File: config.mk
export PLATFORM = sky130hd
export DESIGN_NAME = cfg_stream_loader
export DESIGN_NICKNAME = d
export VERILOG_FILES = /design/src/rtl/cfg_ld_pkg.sv /design/src/rtl/cfg_ld_sync.sv /design/src/rtl/cfg_ld_rstseq.sv /design/src/rtl/cfg_ld_shifter.sv /design/src/rtl/cfg_stream_loader.sv
export SDC_FILE = /design/constraint.sdc
export NUM_CORES = 1
export LEC_CHECK = 0
export ABC_AREA = 1
export BUFFER_PORTS_ARGS = -buffer_cell sky130_fd_sc_hd__buf_2
export CAP_MARGIN = 20
export CELL_PAD_IN_SITES_DETAIL_PLACEMENT = 0
export CELL_PAD_IN_SITES_GLOBAL_PLACEMENT = 1
export CORE_MARGIN = 2
export CORE_UTILIZATION = 43
export CTS_CLUSTER_DIAMETER = 50
export DETAILED_ROUTE_END_ITERATION = 10
export PLACE_DENSITY = 0.88
export RECOVER_POWER = 25
export SLEW_MARGIN = 20
export SYNTH_ARGS = -nofsm -noshare
export SYNTH_HDL_FRONTEND = slang
export SYNTH_SLANG_ARGS = --single-unit
File: constraint.sdc
create_clock -name clk -period 2.01 [get_ports clk]
set_input_delay 0.1005 -clock clk [delete_from_list [all_inputs] [get_ports clk]]
set_output_delay 0.1005 -clock clk [all_outputs]
set_load 0.01 [all_outputs]
File: src/rtl/cfg_ld_pkg.sv
package cfg_ld_pkg;
   // location decode
   localparam logic ADDR_DATA = 1'b0;
   localparam logic ADDR_CTRL = 1'b1;
   // control/status bit positions (software relies on these)
   localparam int unsigned B_BUSY = 0;
   localparam int unsigned B_REL  = 1;
   localparam int unsigned B_LDOK = 2;
   localparam int unsigned B_LOAD = 3;
   localparam int unsigned B_OVR  = 4;

   typedef struct packed {
      logic [2:0] rsv;
      logic       ovr;
      logic       load;
      logic       ldok;
      logic       rel;
      logic       busy;
   } ctrl_view_t;
endpackage

File: src/rtl/cfg_ld_sync.sv
module cfg_ld_sync #(
   parameter int unsigned STAGES = 2,
   parameter int unsigned W      = 1
) (
   input  logic         clk,
   input  logic         rst_n,
   input  logic [W-1:0] d,
   output logic [W-1:0] q
);
   if (STAGES < 2) begin : g_bad_stages
      $error("cfg_ld_sync: STAGES must be at least 2");
   end

   logic [W-1:0] stg [STAGES];

   for (genvar s = 0; s < STAGES; s++) begin : g_stage
      if (s == 0) begin : g_first
         always_ff @(posedge clk or negedge rst_n) begin
            if (!rst_n) stg[s] <= '0;
            else        stg[s] <= d;
         end
      end else begin : g_next
         always_ff @(posedge clk or negedge rst_n) begin
            if (!rst_n) stg[s] <= '0;
            else        stg[s] <= stg[s-1];
         end
      end
   end

   assign q = stg[STAGES-1];
endmodule

File: src/rtl/cfg_ld_rstseq.sv
module cfg_ld_rstseq #(
   parameter int unsigned HOLD_CYC   = 1500,
   parameter int unsigned SETTLE_CYC = 4000
) (
   input  logic clk,
   input  logic rst_n,
   input  logic rel_req,
   output logic cfg_n,
   output logic ready
);
   localparam int unsigned HW = $clog2(HOLD_CYC + 1);
   localparam int unsigned SW = $clog2(SETTLE_CYC + 1);
   localparam logic [HW-1:0] HOLD_MAX   = HW'(HOLD_CYC);
   localparam logic [SW-1:0] SETTLE_MAX = SW'(SETTLE_CYC);

   logic [HW-1:0] hold_cnt;
   logic [SW-1:0] settle_cnt;

   always_ff @(posedge clk or negedge rst_n) begin
      if (!rst_n) begin
         cfg_n      <= 1'b0;
         hold_cnt   <= '0;
         settle_cnt <= '0;
      end else begin
         if (!rel_req)
            cfg_n <= 1'b0;
         else if (!cfg_n && hold_cnt == HOLD_MAX)
            cfg_n <= 1'b1;

         if (cfg_n)
            hold_cnt <= '0;
         else if (hold_cnt != HOLD_MAX)
            hold_cnt <= hold_cnt + 1'b1;

         if (!cfg_n)
            settle_cnt <= '0;
         else if (settle_cnt != SETTLE_MAX)
            settle_cnt <= settle_cnt + 1'b1;
      end
   end

   assign ready = cfg_n && (settle_cnt == SETTLE_MAX);
endmodule

File: src/rtl/cfg_ld_shifter.sv
module cfg_ld_shifter #(
   parameter int unsigned HALF      = 25,
   parameter bit          LSB_FIRST = 1'b1
) (
   input  logic       clk,
   input  logic       rst_n,
   input  logic       abort,
   input  logic       load,
   input  logic [7:0] din,
   input  logic       trail_en,
   output logic       shifting,
   output logic       dclk,
   output logic       dout
);
   localparam int unsigned DW = (HALF > 1) ? $clog2(HALF) : 1;
   localparam logic [DW-1:0] DIV_LAST = DW'(HALF - 1);

   logic [DW-1:0] div_cnt;
   logic [2:0]    bit_idx;
   logic [7:0]    sreg;
   logic [7:0]    sreg_nxt;
   logic          first_bit;
   logic          next_bit;

   if (LSB_FIRST) begin : g_lsb
      assign sreg_nxt  = {1'b0, sreg[7:1]};
      assign first_bit = din[0];
      assign next_bit  = sreg[1];
   end else begin : g_msb
      assign sreg_nxt  = {sreg[6:0], 1'b0};
      assign first_bit = din[7];
      assign next_bit  = sreg[6];
   end

   always_ff @(posedge clk or negedge rst_n) begin
      if (!rst_n) begin
         shifting <= 1'b0;
         dclk     <= 1'b0;
         dout     <= 1'b1;
         div_cnt  <= '0;
         bit_idx  <= '0;
         sreg     <= '0;
      end else if (abort) begin
         shifting <= 1'b0;
         dclk     <= 1'b0;
         dout     <= 1'b1;
         div_cnt  <= '0;
      end else if (load) begin
         shifting <= 1'b1;
         sreg     <= din;
         bit_idx  <= '0;
         div_cnt  <= '0;
         dclk     <= 1'b0;
         dout     <= first_bit;
      end else if (shifting || trail_en || dclk) begin
         if (div_cnt == DIV_LAST) begin
            div_cnt <= '0;
            if (!dclk) begin
               dclk <= 1'b1;
            end else begin
               dclk <= 1'b0;
               if (shifting) begin
                  if (bit_idx == 3'd7) begin
                     shifting <= 1'b0;
                     dout     <= 1'b1;
                  end else begin
                     bit_idx <= bit_idx + 1'b1;
                     sreg    <= sreg_nxt;
                     dout    <= next_bit;
                  end
               end else begin
                  dout <= 1'b1;
               end
            end
         end else begin
            div_cnt <= div_cnt + 1'b1;
         end
      end else begin
         div_cnt <= '0;
      end
   end
endmodule

File: src/rtl/cfg_stream_loader.sv
module cfg_stream_loader
   import cfg_ld_pkg::*;
#(
   parameter int unsigned CLK_HALF     = 25,
   parameter int unsigned RST_HOLD_CYC = 1500,
   parameter int unsigned SETTLE_CYC   = 4000,
   parameter int unsigned SYNC_STAGES  = 2,
   parameter bit          LSB_FIRST    = 1'b1
) (
   input  logic       clk,
   input  logic       rst_n,
   input  logic       bus_addr,
   input  logic       bus_wr,
   input  logic [7:0] bus_wdata,
   output logic [7:0] bus_rdata,
   output logic       tgt_cfg_n,
   output logic       tgt_dclk,
   output logic       tgt_data,
   input  logic       tgt_status,
   input  logic       tgt_done
);
   if (CLK_HALF < 1) begin : g_bad_half
      $error("cfg_stream_loader: CLK_HALF must be at least 1");
   end
   if (RST_HOLD_CYC < 1 || SETTLE_CYC < 1) begin : g_bad_timing
      $error("cfg_stream_loader: hold and settle counts must be at least 1");
   end

   logic       rel_q, load_q, ovr_q;
   logic       seq_ready, shifting;
   logic       busy_w, wr_data, wr_ctrl, accept;
   logic [1:0] sync_q;
   logic       ldok;
   ctrl_view_t view;

   assign wr_data = bus_wr && (bus_addr == ADDR_DATA);
   assign wr_ctrl = bus_wr && (bus_addr == ADDR_CTRL);
   assign busy_w  = !seq_ready || shifting || tgt_dclk;
   assign accept  = wr_data && !busy_w;

   always_ff @(posedge clk or negedge rst_n) begin
      if (!rst_n) begin
         rel_q  <= 1'b0;
         load_q <= 1'b0;
         ovr_q  <= 1'b0;
      end else begin
         if (wr_ctrl) begin
            rel_q  <= bus_wdata[B_REL];
            load_q <= bus_wdata[B_LOAD];
         end
         if (wr_ctrl && !bus_wdata[B_REL])
            ovr_q <= 1'b0;
         else if (wr_data && busy_w)
            ovr_q <= 1'b1;
      end
   end

   cfg_ld_rstseq #(
      .HOLD_CYC  (RST_HOLD_CYC),
      .SETTLE_CYC(SETTLE_CYC)
   ) u_seq (
      .clk    (clk),
      .rst_n  (rst_n),
      .rel_req(rel_q),
      .cfg_n  (tgt_cfg_n),
      .ready  (seq_ready)
   );

   cfg_ld_shifter #(
      .HALF     (CLK_HALF),
      .LSB_FIRST(LSB_FIRST)
   ) u_shf (
      .clk     (clk),
      .rst_n   (rst_n),
      .abort   (!tgt_cfg_n),
      .load    (accept),
      .din     (bus_wdata),
      .trail_en(load_q && tgt_cfg_n),
      .shifting(shifting),
      .dclk    (tgt_dclk),
      .dout    (tgt_data)
   );

   cfg_ld_sync #(
      .STAGES(SYNC_STAGES),
      .W     (2)
   ) u_sync (
      .clk  (clk),
      .rst_n(rst_n),
      .d    ({tgt_status, tgt_done}),
      .q    (sync_q)
   );

   assign ldok = sync_q[0] && sync_q[1];

   always_comb begin
      view      = '0;
      view.busy = busy_w;
      view.rel  = rel_q;
      view.ldok = ldok;
      view.load = load_q;
      view.ovr  = ovr_q;
   end

   assign bus_rdata = (bus_addr == ADDR_CTRL) ? view : 8'h00;
endmodule

-- After elaboration in Yosys (flattened, before gate mapping)
Cells that the tools add are included.
W data, S select, Z words.
- add/sub/neg operators: 4
- multiply operators: 0
- div/mod/pow operators: 0
- order comparisons: 0
- equal/unequal tests: 12
- shift-type cells: 0
- mux-type cells: 44
- bitwise logic cells: 1
- reduce and logical (&&, ||, !) cells: 26
- operators with widths (cell ; count):
    $mux W8 ; 6
    $mux W5 ; 5
    $mux W12 ; 2
    $mux W1 ; 23
    $mux W11 ; 2
    $mux W3 ; 6
    $add A12 B1 Y12 const B ; 1
    $eq A12 B12 Y1 const B ; 1
    $ne A12 B12 Y1 const B ; 1
    $reduce_bool A2 Y1 ; 6
    $add A11 B1 Y11 const B ; 1
    $eq A11 B11 Y1 const B ; 1
    $ne A11 B11 Y1 const B ; 1
    $logic_and A1 B1 Y1 ; 9
    $ne A3 B2 Y1 const B ; 3
    $reduce_and A6 Y1 ; 1
    $add A5 B1 Y5 const B ; 1
    $eq A5 B5 Y1 const B ; 1
    $logic_not A1 Y1 ; 4
    $logic_or A1 B1 Y1 ; 4
    $ne A2 B2 Y1 const B ; 2
    $add A3 B1 Y3 const B ; 1
    $eq A3 B3 Y1 const B ; 1
    $reduce_and A3 Y1 ; 1
    other kinds (3) ; 3
- bits in registers: 50
- bits in latches: 0
- RAM bits: 0
- memory bits (read-only): 0
- input bits: 14
- output and inout port bits: 11
- memories: 0

-- Depth between registers and ports, before layout
Gate-level depths: netlist of the first run.
- depth after elaboration: 9
- depth in mapped cells: 12
- gate-level depth less buffers: 12

-- Modules after synthesis
From an unflattened synthesis of the first run, not the netlist that was laid out.
- cell total of the unflattened synthesis: 368
- area total of the unflattened synthesis: 2753.9 sq um
- by module, submodules not included (module ; times used ; cells each ; area an instance (sq um) ; seq. area each (sq um)):
    cfg_ld_rstseq ; 1 ; 205 ; 1455.1 ; 600.6
    cfg_ld_shifter ; 1 ; 118 ; 942.2 ; 451.7
    cfg_stream_loader ; 1 ; 39 ; 241.5 ; 75.1
    cfg_ld_sync ; 1 ; 6 ; 115.1 ; 100.1

-- Worst setup path before layout of the first run
No wires, ideal clock.
- kind: reg2reg
- from: reg u_seq.settle_cnt[0]
- to: reg u_shf.bit_idx[0]
- arrival: 1.582 ns
- required time: 1.894 ns
- path slack: 0.312 ns
- cell stages (with the launch flop): 13
- buffers on the path: 1
- period minus slack after synthesis: 1.698 ns
- cell sequence: dfrtp_1 -> inv_1 -> ha_1 -> inv_1 -> nor2_1 -> nand2_1 -> nor2_1 -> nand4_4 -> nand2_1 -> nand3_1 -> buf_2 -> nand2_1 -> nand2_1
- longest elaborated chain between the ends: 9
- elaborated cells between the ends (all ways): 14
- classes of those cells: eq/ne: 2; mux: 1; reduce/logical: 11
- ends and longest elaborated chain (item ; line ; RTL):
    from (decl) ; cfg_ld_rstseq.sv:17 ; logic [SW-1:0] settle_cnt;
    from (signal assigned) ; cfg_ld_rstseq.sv:38 ; settle_cnt <= settle_cnt + 1'b1;
    $eq A12 B12 Y1 * ; cfg_ld_rstseq.sv:42 ; assign ready = cfg_n && (settle_cnt == SETTLE_MAX);
    $logic_and A1 B1 Y1 * ; cfg_ld_rstseq.sv:42 ;
    $logic_not A1 Y1 * ; cfg_stream_loader.sv:38 ; assign busy_w = !seq_ready || shifting || tgt_dclk;
    $logic_or A1 B1 Y1 * (2 in a row) ; cfg_stream_loader.sv:38 ;
    $logic_not A1 Y1 * ; cfg_stream_loader.sv:39 ; assign accept = wr_data && !busy_w;
    $logic_and A1 B1 Y1 * ; cfg_stream_loader.sv:39 ;
    $ne A2 B2 Y1 (no line) / $reduce_bool A2 Y1 (equally long branches) ; - ;
    $reduce_and A6 Y1 (no line) ; - ;
    to (signal assigned) ; cfg_ld_shifter.sv:67 ; bit_idx <= bit_idx + 1'b1;
    to (decl) ; cfg_ld_shifter.sv:19 ; logic [2:0] bit_idx;
Every way passes the cells marked *; elsewhere a longest branch is shown, timed or not.
A chain may end at the register's enable or synchronous reset.

-- Worst setup path in the final report of the first run
- from: reg u_seq.settle_cnt[0]
- to: reg u_shf.sreg[6]
- longest elaborated chain between the ends: 9
- elaborated cells between the ends (all ways): 14
- classes of those cells: eq/ne: 2; mux: 1; reduce/logical: 11
- ends and longest elaborated chain (item ; line ; RTL):
    $eq A12 B12 Y1 * ; cfg_ld_rstseq.sv:42 ;
    $logic_and A1 B1 Y1 * ; cfg_ld_rstseq.sv:42 ;
    $logic_not A1 Y1 * ; cfg_stream_loader.sv:38 ;
    $logic_or A1 B1 Y1 * (2 in a row) ; cfg_stream_loader.sv:38 ;
    $logic_not A1 Y1 * ; cfg_stream_loader.sv:39 ;
    $logic_and A1 B1 Y1 * ; cfg_stream_loader.sv:39 ;
    $ne A2 B2 Y1 (no line) / $reduce_bool A2 Y1 (equally long branches) ; - ;
    $reduce_and A6 Y1 (no line) ; - ;
    to (signal assigned) ; cfg_ld_shifter.sv:50 ; sreg <= din;
    to (signal assigned) ; cfg_ld_shifter.sv:68 ; sreg <= sreg_nxt;
    to (decl) ; cfg_ld_shifter.sv:20 ; logic [7:0] sreg;
Marks and branches as above.

==> flow_summary.json, run 1 <==
{
  "whs_path_depth": 3,
  "grt_use_total": 0.166,
  "synth_top_area_cell": "dfrtp_1",
  "num_vias": 1928,
  "antenna_cells": 0,
  "clock_latency_ns": 0.31,
  "cts_num_sinks": 49,
  "via_per_inst": 4.65,
  "ys_types": 28,
  "final_antenna_net_count": 0,
  "ys_seq_area_frac": 0.495,
  "ff2ff_path_depth": 12,
  "antenna_found_initial": 0,
  "p_sw_uw": 376,
  "nNetsFinal": 364,
  "cts_setup_buffers": 0,
  "path_class": "reg -> reg",
  "setup_viol": 0,
  "tightest_slew_ns": 1.02,
  "p_per_area_nw_per_um2": 606,
  "dieHeight_um": 79.9,
  "synth_top_area_share": 0.485,
  "fin_crit_sh": 0.887,
  "fillers": 536,
  "rows": 27,
  "hold_ws_ns": 0.0364,
  "hold_viol_final": 0,
  "cts_inserted_buffers": 5,
  "crit_required_ns": 2.26,
  "drive_gt1_frac": 0.120,
  "ctsLongestPathBuffers": 2,
  "area_growth_pct": 14.1,
  "netlist_area_um2": 2480,
  "syn_avg_cell_area_um2": 7.97,
  "clkPwrFrac": 0.370,
  "synth_area_leaders": "dfrtp_1 (48%), nand2_1 (11%), inv_1 (7.7%)",
  "grt_overflow": 0,
  "hpwl_um": 3330,
  "start_util": 0.447,
  "dieArea_um2": 6380,
  "seq_power_share": 0.584,
  "combPwrFrac": 0.045,
  "grt_pass1_vias": 1781,
  "arrival_ns": 2.03,
  "finalMaxSlewViolations": 0,
  "period_minus_slack_ns": 1.78,
  "syn_inst": 311,
  "clk_pin_slew_worst_paths_ns": 0.09,
  "htreeDepth": 2,
  "hold_class": "in -> reg",
  "swShare": 0.220,
  "leakagePower_uw": 0.00143,
  "peakVddDrop_mv": 0.341,
  "synth_warnings": 0,
  "outcome": "finished clean",
  "grt_pass1_wl_um": 8180,
  "slew_headroom": 0.319,
  "first_pass_iters": 4,
  "wl_per_cell_um": 11.3,
  "rsz0062_at_grt": "false",
  "critical_path_peak_fanout": 4,
  "p_int_uw": 1340,
  "ys_ff_latch": 49,
  "gp_congestion": 0.831,
  "finalClockSkew_ns": 0.00864,
  "cts_root_buf": "clkbuf_8",
  "io-pin-count": 25,
  "core_um2": 5540,
  "setup-tns-final_ns": 0,
  "drt-total-wl_um": 4710,
  "max_cap_viol_count": 0,
  "io_buffers": 21,
  "grt_max_degree": 33,
  "die_w_um": 79.9,
  "crit_path_start_kind": "register",
  "fmax_mhz": 561,
  "post-route-drc-count": 0,
  "drtIter0Drc": 71,
  "cts_tree": "built",
  "cp-end-kind": "register"
}
-- final timing paths --
| check | end | startpoint | slack [ns] |
|---|---|---|---|
| hold / removal | u_shf.sreg[7] | bus_wdata[7] | 0.04 |
| max in group asynchronous | u_seq.settle_cnt[10] | rst_n | 0.80 |
| setup / recovery | u_shf.sreg[6] | u_seq.settle_cnt[0] | 0.23 |
| setup reg to reg | u_shf.sreg[6] | u_seq.settle_cnt[0] | 0.23 |
| min in group asynchronous | u_shf.sreg[7] | rst_n | 0.49 |
| hold reg to reg | u_sync.q[0] | u_sync.stg[2] | 0.35 |
-- sequential cells by signal (all words and copies together), names as in the netlist, 2 cells and up --
signal and cells:
u_sync.q 2, u_seq.settle_cnt 12, u_seq.hold_cnt 11, u_sync.stg 2, u_shf.sreg 7, u_shf.bit_idx 3
u_shf.div_cnt 5
-- power by group through the flow --
stage               Combinational (uW)  Clock, uW  Sequential (uW)
CTS                               80.5        663             1000
finish                            77.6        634             1000
global placement                  74.6          0             1020
global route                      90.0        706             1000
floorplan                         28.3          0             1020
detailed placement                75.9          0             1020
-- per-layer routing --
metal | share of wire | track usage | vias to the layer above | routed length, um
li1 | - | - | 1026 | -
met1 | 0.50 | 0.237 | 866 | 2340
met2 | 0.46 | 0.249 | 29 | 2150
met3 | 0.032 | 0.0351 | 7 | 149
met4 | 0.014 | 0.0576 | 0 | 66
met5 | 0 | 0 | - | 0
-- through the flow --
stage / setup slack, ns / util / instance area (um^2) / total power [uW] / std cells
global route: 0.0123 / 0.510 / 2830 / 1800 / 415
CTS: 0.0649 / 0.508 / 2810 / 1740 / 414
floorplan: 0.312 / - / 2480 / 1050 / 313
global placement: 0.134 / 0.484 / 2680 / 1090 / 403
finish: 0.227 / 0.510 / 2830 / 1710 / 415
detailed placement: 0.0776 / 0.484 / 2680 / 1100 / 403
-- cell families (layout without fill, tap and decap cells) --
| logic type | Yosys count | in the layout | synth area share |
|---|---|---|---|
| flip-flops | 49 | 49 | 0.495 |
| AND/OR/NAND/NOR | 146 | 147 | 0.258 |
| adder cells (fa/ha/maj) | 8 | 8 | 0.0404 |
| other | 1 | 3 | 0.00151 |
| buffers and inverters | 59 | 88 | 0.0949 |
| AO/OA/AOI/OAI | 41 | 41 | 0.0854 |
| XOR/XNOR | 7 | 7 | 0.0247 |
-- area by class of cell --
| cell class | instances | area (um^2) | share of cell area |
|---|---|---|---|
| tap | 72 | 90.1 | 0.0319 |
| clock buffer | 7 | 96.3 | 0.0341 |
| timing repair buffer | 28 | 176 | 0.0624 |
| clock inverter | 1 | 5.00 | 0.00177 |
| sequential | 49 | 1230 | 0.434 |
| multi-input combinational | 206 | 1040 | 0.367 |
| inverter | 52 | 195 | 0.0691 |
-- timing repair --
item,in CTS,in global routing
gates resized for setup,0,2
endpoints found under the setup margin,0,12
endpoints found under the hold margin,18,0
hold buffers,3,0
-- cells in the final DEF (no fill, tap or decap), types with 2 or more instances in the layout --
cell type,count
nand2_1,70
buf_2,20
nor2_2,2
buf_4,3
nand4_1,6
nor2_1,41
conb_1,3
inv_1,51
xnor2_1,2
xor2_1,5
a21oi_1,21
nor3_1,8
dlygate4sd3_1,3
o21ai_0,17
nand3_1,12
ha_1,8
dfrtp_1,48
clkbuf_8,7
-- Yosys cell counts, drive strengths merged --
cell,n
dfrtp,48
a31oi,1
buf,5
o21ai,17
nor3b,1
xnor2,2
ha,8
a21oi,21
or2,1
nor4,1
and3,1
nor3,9
o31ai,1
inv,52
nand3,13
nor2,43
conb,1
nand2,70
dfstp,1
nand4,7
xor2,5
clkbuf,2
o211ai,1
-- worst max-delay path, stage by stage (launching register included) --
cell	delay, ns
dfrtp_1	0.40
inv_1	0.10
ha_1	0.17
inv_1	0.04
nor2_1	0.12
nand2_1	0.08
nor2_2	0.13
nand4_4	0.09
nand2_1	0.12
nand2_1	0.12
nor2_2	0.23
nand2_1	0.08
nand2_1	0.06
Power figures use the tool's default switching activity.
==> run 2: changes to the inputs <==
PLACE_DENSITY = 0.83   (was 0.88)
REMOVE_ABC_BUFFERS = 1   (was unset)
==> run 2 against run 1 <==
Maximum frequency is 2.4% higher. Die area stayed put. Count of clock-buffer cells in the layout stayed put. Hold slack better by 0.053 ns. Critical path depth stayed put. Clock power is 1% lower. Via count is 3.3% higher. Critical endpoint is now u_shf.sreg[5]. Largest power group unchanged. Total power is 0.52% lower. Final cell count is 0.24% higher. Final area is 0.49% higher. Highest routed layer unchanged. Sequential power hardly changed.
==> flow_summary.json, run 2 (synthesis gave the netlist of run 1 again) <==
{
  "via_per_inst": 4.79,
  "crit_buf_inv": 2,
  "setup_viol": 0,
  "rsz0062_at_grt": "false",
  "peakVddDrop_mv": 0.411,
  "hpwl_um": 3490,
  "crit_path_top_delay_cell": "dfrtp_1",
  "ff2ff_path_depth": 12,
  "cp-end-kind": "register",
  "core_um2": 5540,
  "grt_pass1_wl_um": 8900,
  "first_pass_iters": 5,
  "num_vias": 1992,
  "io_buffers": 21,
  "period_minus_slack_ns": 1.74,
  "dieArea_um2": 6380,
  "whs_path_depth": 3,
  "gp_congestion": 0.780,
  "nNetsFinal": 365,
  "antenna_cells": 0,
  "antenna_found_initial": 0,
  "start_util": 0.447,
  "clk_pin_slew_worst_paths_ns": 0.09,
  "grt_overflow": 0,
  "setup-tns-final_ns": 0,
  "wl_per_cell_um": 12.0,
  "path_cells": "inv_1 > ha_1 > inv_1 > nor2_1 > nand2_1 > nor2_2 > nand4_4 > nand2_2 > nand2_2 > nor2_4 > nand2_1 > nand2_1",
  "drive_gt1_frac": 0.134,
  "tightest_slew_ns": 1.23,
  "crit_path_start_kind": "register",
  "fin_crit_sh": 0.867,
  "regMostFlops": "u_seq.settle_cnt",
  "p_per_area_nw_per_um2": 600,
  "hold_class": "in -> reg",
  "largest_reg_flops": 12,
  "drtIter0Drc": 61,
  "dieHeight_um": 79.9,
  "max_cap_viol_count": 0,
  "path_class": "reg -> reg",
  "finalClockSkew_ns": 0.00594,
  "cts_root_buf": "clkbuf_8",
  "reg_top3": "u_seq.settle_cnt (12), u_seq.hold_cnt (11), u_shf.sreg (7)",
  "critPathTopFamily": "simple AND/OR/NAND/NOR gates",
  "grt_max_degree": 50,
  "slew_headroom": 0.182,
  "cts_setup_buffers": 0,
  "clock_latency_ns": 0.29,
  "cts_num_sinks": 49,
  "critical_path_peak_fanout": 5,
  "grt_use_total": 0.177,
  "mostFrequentLayoutCells": "nand2_1 (67), inv_1 (51), dfrtp_1 (48)",
  "crit_required_ns": 2.25,
  "htreeDepth": 2,
  "hold_viol_final": 0,
  "cts_tree": "built",
  "outcome": "finished clean",
  "final_antenna_net_count": 0,
  "cp_common_cell": "nand2_1",
  "final_common_cell": "nand2_1",
  "grt_pass1_vias": 2021,
  "fmax_mhz": 574,
  "rows": 27,
  "hold_ws_ns": 0.0894,
  "slowest_delay_ns": 0.40,
  "drt-total-wl_um": 4990,
  "cts_inserted_buffers": 5,
  "leakagePower_uw": 0.00143,
  "post-route-drc-count": 0,
  "arrival_ns": 1.98,
  "io-pin-count": 25,
  "die_w_um": 79.9,
  "area_growth_pct": 14.6,
  "ctsLongestPathBuffers": 2,
  "crit_cells": 12,
  "finalMaxSlewViolations": 0
}
-- run 2: per-layer routing --
metal | vias to the layer above | global-route usage | wire [um]
met3 | 2 | 0.0339 | 138
met1 | 928 | 0.239 | 2510
met5 | - | 0 | 0
met2 | 28 | 0.296 | 2320
met4 | 0 | 0.0407 | 16
li1 | 1034 | - | -
-- run 2: path summary, 6_finish.rpt --
| check | end | start | slack, ns |
|---|---|---|---|
| max reg2reg | u_shf.sreg[5] | u_seq.settle_cnt[0] | 0.27 |
| min reg2reg | u_sync.q[0] | u_sync.stg[2] | 0.36 |
| max | u_shf.sreg[5] | u_seq.settle_cnt[0] | 0.27 |
| min in group asynchronous | u_seq.hold_cnt[9] | rst_n | 0.67 |
| min | load_q | bus_wdata[3] | 0.09 |
| max in group asynchronous | u_seq.settle_cnt[4] | rst_n | 0.60 |
-- run 2: layout make-up --
type | instances | area [um^2]
flip-flops and latches | 49 | 1230
fillers | 576 | 2700
repair buffers | 29 | 170
well taps | 72 | 90.1
multi-input cells | 206 | 1060
inverters | 52 | 195
clock inverters | 1 | 5.00
clock buffers | 7 | 96.3
-- run 2: repair_timing --
item,4_1_cts,5_1_grt
resized for setup,0,7
hold endpoints to repair,50,0
endpoints found under the setup margin,0,12
hold buffers,3,0
-- run 2: tightest hold or removal path: stages --
cell	delay (ns)
buf_2	0.11
nor2_1	0.09
a21oi_1	0.05
-- run 2: stage by stage --
step                      utilization  power (uW)  setup WS [ns]  cell area [um^2]  std cells
after global placement          0.483        1090          0.114              2680        404
after CTS                       0.507        1730         0.0383              2810        415
final                           0.513        1700          0.268              2840        416
after global routing            0.513        1780         0.0501              2840        416
after floorplan                     -        1040         0.0353              2440        306
after detailed placement        0.483        1090         0.0544              2680        404
-- run 2: report_power, final --
part	internal, uW	leakage, uW	switching, uW
Combinational	25.3	0.000726	49.7
Sequential	996	0.000648	4.68
Clock	312	0.0000542	316
Total	1330	0.00143	370
==> run 3: changes to the inputs <==
ABC_AREA = 0   (was 1)
CORE_UTILIZATION = 44   (was 43)
GPL_TIMING_DRIVEN = 0   (was unset)
PLACE_DENSITY = 0.81   (was 0.83)
==> run 3 against run 2 <==
Via count down 9.8%. Largest cell class unchanged. Clock skew is 0.0016 ns higher. Setup slack got worse by 0.30 ns. Die area shrank 4.7%. Final cell count fell by 17%. Synthesized area decreased by 2.7%. Highest routed layer unchanged. Flip-flop and latch count did not move. The flow now finishes with violations (negative setup slack). Critical endpoint is now bus_rdata[0]. Register-to-register slack worse by 0.28 ns.
==> flow_summary.json, run 3 <==
{
  "synth_area_leaders": "dfrtp_1 (50%), ha_1 (4.2%), xor2_1 (4.0%)",
  "synth_top_area_cell": "dfrtp_1",
  "final_common_cell": "dfrtp_1",
  "ys_seq_area_frac": 0.509,
  "crit_path_top_delay_cell": "or4b_4",
  "swShare": 0.245,
  "fillers": 496,
  "ys.flop_type": "dfrtp_1",
  "first_pass_iters": 4,
  "p_int_uw": 1290,
  "rows": 26,
  "slew_headroom": 0.190,
  "clkPwrFrac": 0.369,
  "path_class": "reg -> out",
  "combPwrFrac": 0.043,
  "io_buffers": 21,
  "synth_common_cells": "dfrtp_1 (48), nor2_1 (20), inv_1 (14)",
  "antenna_found_initial": 0,
  "synth_warnings": 0,
  "worstReg2RegStart": "u_seq.settle_cnt[6]",
  "yosysMostFrequentCell": "dfrtp_1",
  "largest_reg_flops": 12,
  "cts_inserted_buffers": 5,
  "drt-total-wl_um": 4760,
  "clk_pin_slew_worst_paths_ns": 0.10,
  "num_vias": 1796,
  "p_sw_uw": 418,
  "whs_path_depth": 3,
  "slowest_delay_ns": 0.49,
  "via_per_inst": 5.22,
  "reg_top3": "u_seq.settle_cnt (12), u_seq.hold_cnt (11), u_shf.sreg (7)",
  "arrival_ns": 1.94,
  "critical_path_peak_fanout": 3,
  "hpwl_um": 2760,
  "dieHeight_um": 78.0,
  "fin_ws_ns": -0.0289,
  "syn_inst": 235,
  "drtIter0Drc": 95,
  "cts_num_sinks": 49,
  "period_minus_slack_ns": 2.04,
  "synth_top_area_share": 0.498,
  "crit_required_ns": 1.91,
  "mostFrequentLayoutCells": "dfrtp_1 (45), nor2_1 (20), buf_2 (20)",
  "regMostFlops": "u_seq.settle_cnt",
  "outcome": "finished, violations left",
  "seq_power_share": 0.587,
  "drive_gt1_frac": 0.219,
  "setup_viol": 6,
  "place_worst_setup_slack_ns": -0.745,
  "async_flop_share": 1.00,
  "core_um2": 5200,
  "die_w_um": 78.0,
  "hold_ws_ns": 0.0240,
  "cts_root_buf": "clkbuf_8",
  "grt_max_degree": 50,
  "grt_overflow": 0,
  "fmax_mhz": 490,
  "p_per_area_nw_per_um2": 599,
  "htreeDepth": 2,
  "netlist_area_um2": 2410,
  "ys_types": 44,
  "nNetsFinal": 295,
  "post-route-drc-count": 0,
  "cp-end-kind": "output port",
  "peakVddDrop_mv": 0.387,
  "rsz0062_at_grt": "true",
  "start_util": 0.463,
  "worstReg2RegEnd": "u_shf.sreg[1]",
  "max_cap_viol_count": 0,
  "ff2ff_path_depth": 4,
  "final_antenna_net_count": 0,
  "grt_use_total": 0.173,
  "leakagePower_uw": 0.00132,
  "grt_pass1_vias": 1727,
  "crit_path_start_kind": "register",
  "finalClockSkew_ns": 0.00759,
  "io-pin-count": 25,
  "reg2reg_slack_ns": -0.01,
  "hold_class": "in -> reg",
  "failed_checks": "negative setup slack",
  "cts_tree": "built",
  "clock_latency_ns": 0.31,
  "tightest_slew_ns": 1.21,
  "syn_avg_cell_area_um2": 10.3,
  "grt_pass1_wl_um": 8230,
  "finalMaxSlewViolations": 0,
  "gp_congestion": 0.716,
  "whs_endpoint": "u_shf.sreg[7]",
  "hold_viol_final": 0,
  "ys_ff_latch": 49,
  "dieArea_um2": 6080,
  "setup-tns-final_ns": -0.0455,
  "antenna_cells": 0,
  "area_growth_pct": 18.3,
  "wl_per_cell_um": 13.8,
  "hold_path_startpoint": "bus_wdata[7]",
  "synth_edf_count": 0,
  "fin_crit_sh": 1.01,
  "path_cells": "inv_1 > ha_1 > or4b_4 > nor3_4 > nand2_1 > and2_1 > buf_2",
  "ctsLongestPathBuffers": 2
}
-- run 3: cell types whose count changed after synthesis, sizes merged, moves of 5 or more --
cell   before  now
o21a        0    7
and2        0   11
nor2b       0    5
inv        52   14
o21ai      17    8
nand2      70   11
xor2        5   11
a21oi      21    2
nor2       43   20
o22a        0    5
-- run 3: kinds of logic after synthesis --
| kind of cell | synth area share |
|---|---|
| AOI/OAI and AO/OA | 0.0955 |
| xor gates and xnor gates | 0.0618 |
| adders and majority gates | 0.0415 |
| buffers and inverters | 0.0472 |
| DFF | 0.509 |
| muxes | 0.0177 |
| other | 0.00156 |
| and+or+nand+nor | 0.225 |
-- run 3: layout make-up --
cell class                 instances  area [um^2]  share of cell area
clock buffer                       5         68.8              0.0241
inverter                          14         52.6              0.0184
timing repair buffer              39          251              0.0882
clock inverter                     3         28.8              0.0101
sequential                        49         1230               0.433
multi-input combinational        164         1130               0.396
tap                               70         87.6              0.0307
-- run 3: metal layers --
| metal | global-route usage | vias up | wire [um] |
|---|---|---|---|
| li1 | - | 888 | - |
| met5 | 0 | - | 0 |
| met1 | 0.234 | 870 | 2320 |
| met3 | 0.0360 | 9 | 133 |
| met2 | 0.279 | 29 | 2220 |
| met4 | 0.0561 | 0 | 76 |
-- run 3: timing repair --
item,CTS,global route
endpoints found under the hold margin,2,48
setup endpoints to repair,23,17
resized for setup,11,4
pin swaps,10,5
hold buffers,2,1
gates cloned,1,0
setup buffers,12,3
-- run 3: per-stage QoR --
stage / cells / utilization / total power, uW / area (um^2)
floorplan: 226 / - / 1050 / 2360
finish: 344 / 0.548 / 1710 / 2850
global route: 344 / 0.548 / 1780 / 2850
CTS: 340 / 0.538 / 1730 / 2800
detailed placement: 317 / 0.490 / 1090 / 2550
global placement: 317 / 0.490 / 1090 / 2550
-- run 3: worst max-delay path by stage --
stage | endpoint | cells after the start | startpoint
6_report | bus_rdata[0] | 7 | u_seq.settle_cnt[0]
5_1_grt | bus_rdata[0] | 7 | u_seq.settle_cnt[0]
4_1_cts | u_shf.sreg[1] | 4 | u_shf.shifting
3_5_place_dp | u_shf.div_cnt[4] | 4 | u_seq.cfg_n
3_3_place_gp | u_shf.div_cnt[4] | 4 | u_seq.cfg_n
2_1_floorplan | u_shf.sreg[1] | 4 | u_seq.cfg_n
-- run 3: critical path: cells and delay by family, from the launching register on --
kind,cells,cell delay [ns]
buf+inv,2,0.19
flops,1,0.39
fa+ha+maj,1,0.13
simple gates,4,0.93
-- run 3: power by group through the flow --
| stage | clock network [uW] | registers [uW] | logic, uW |
|---|---|---|---|
| 2_1_floorplan | 0 | 1020 | 26.1 |
| 3_3_place_gp | 0 | 1020 | 71.3 |
| 5_1_grt | 689 | 1010 | 84.7 |
| 6_report | 631 | 1000 | 73.7 |
| 3_5_place_dp | 0 | 1020 | 70.7 |
| 4_1_cts | 651 | 1000 | 74.4 |
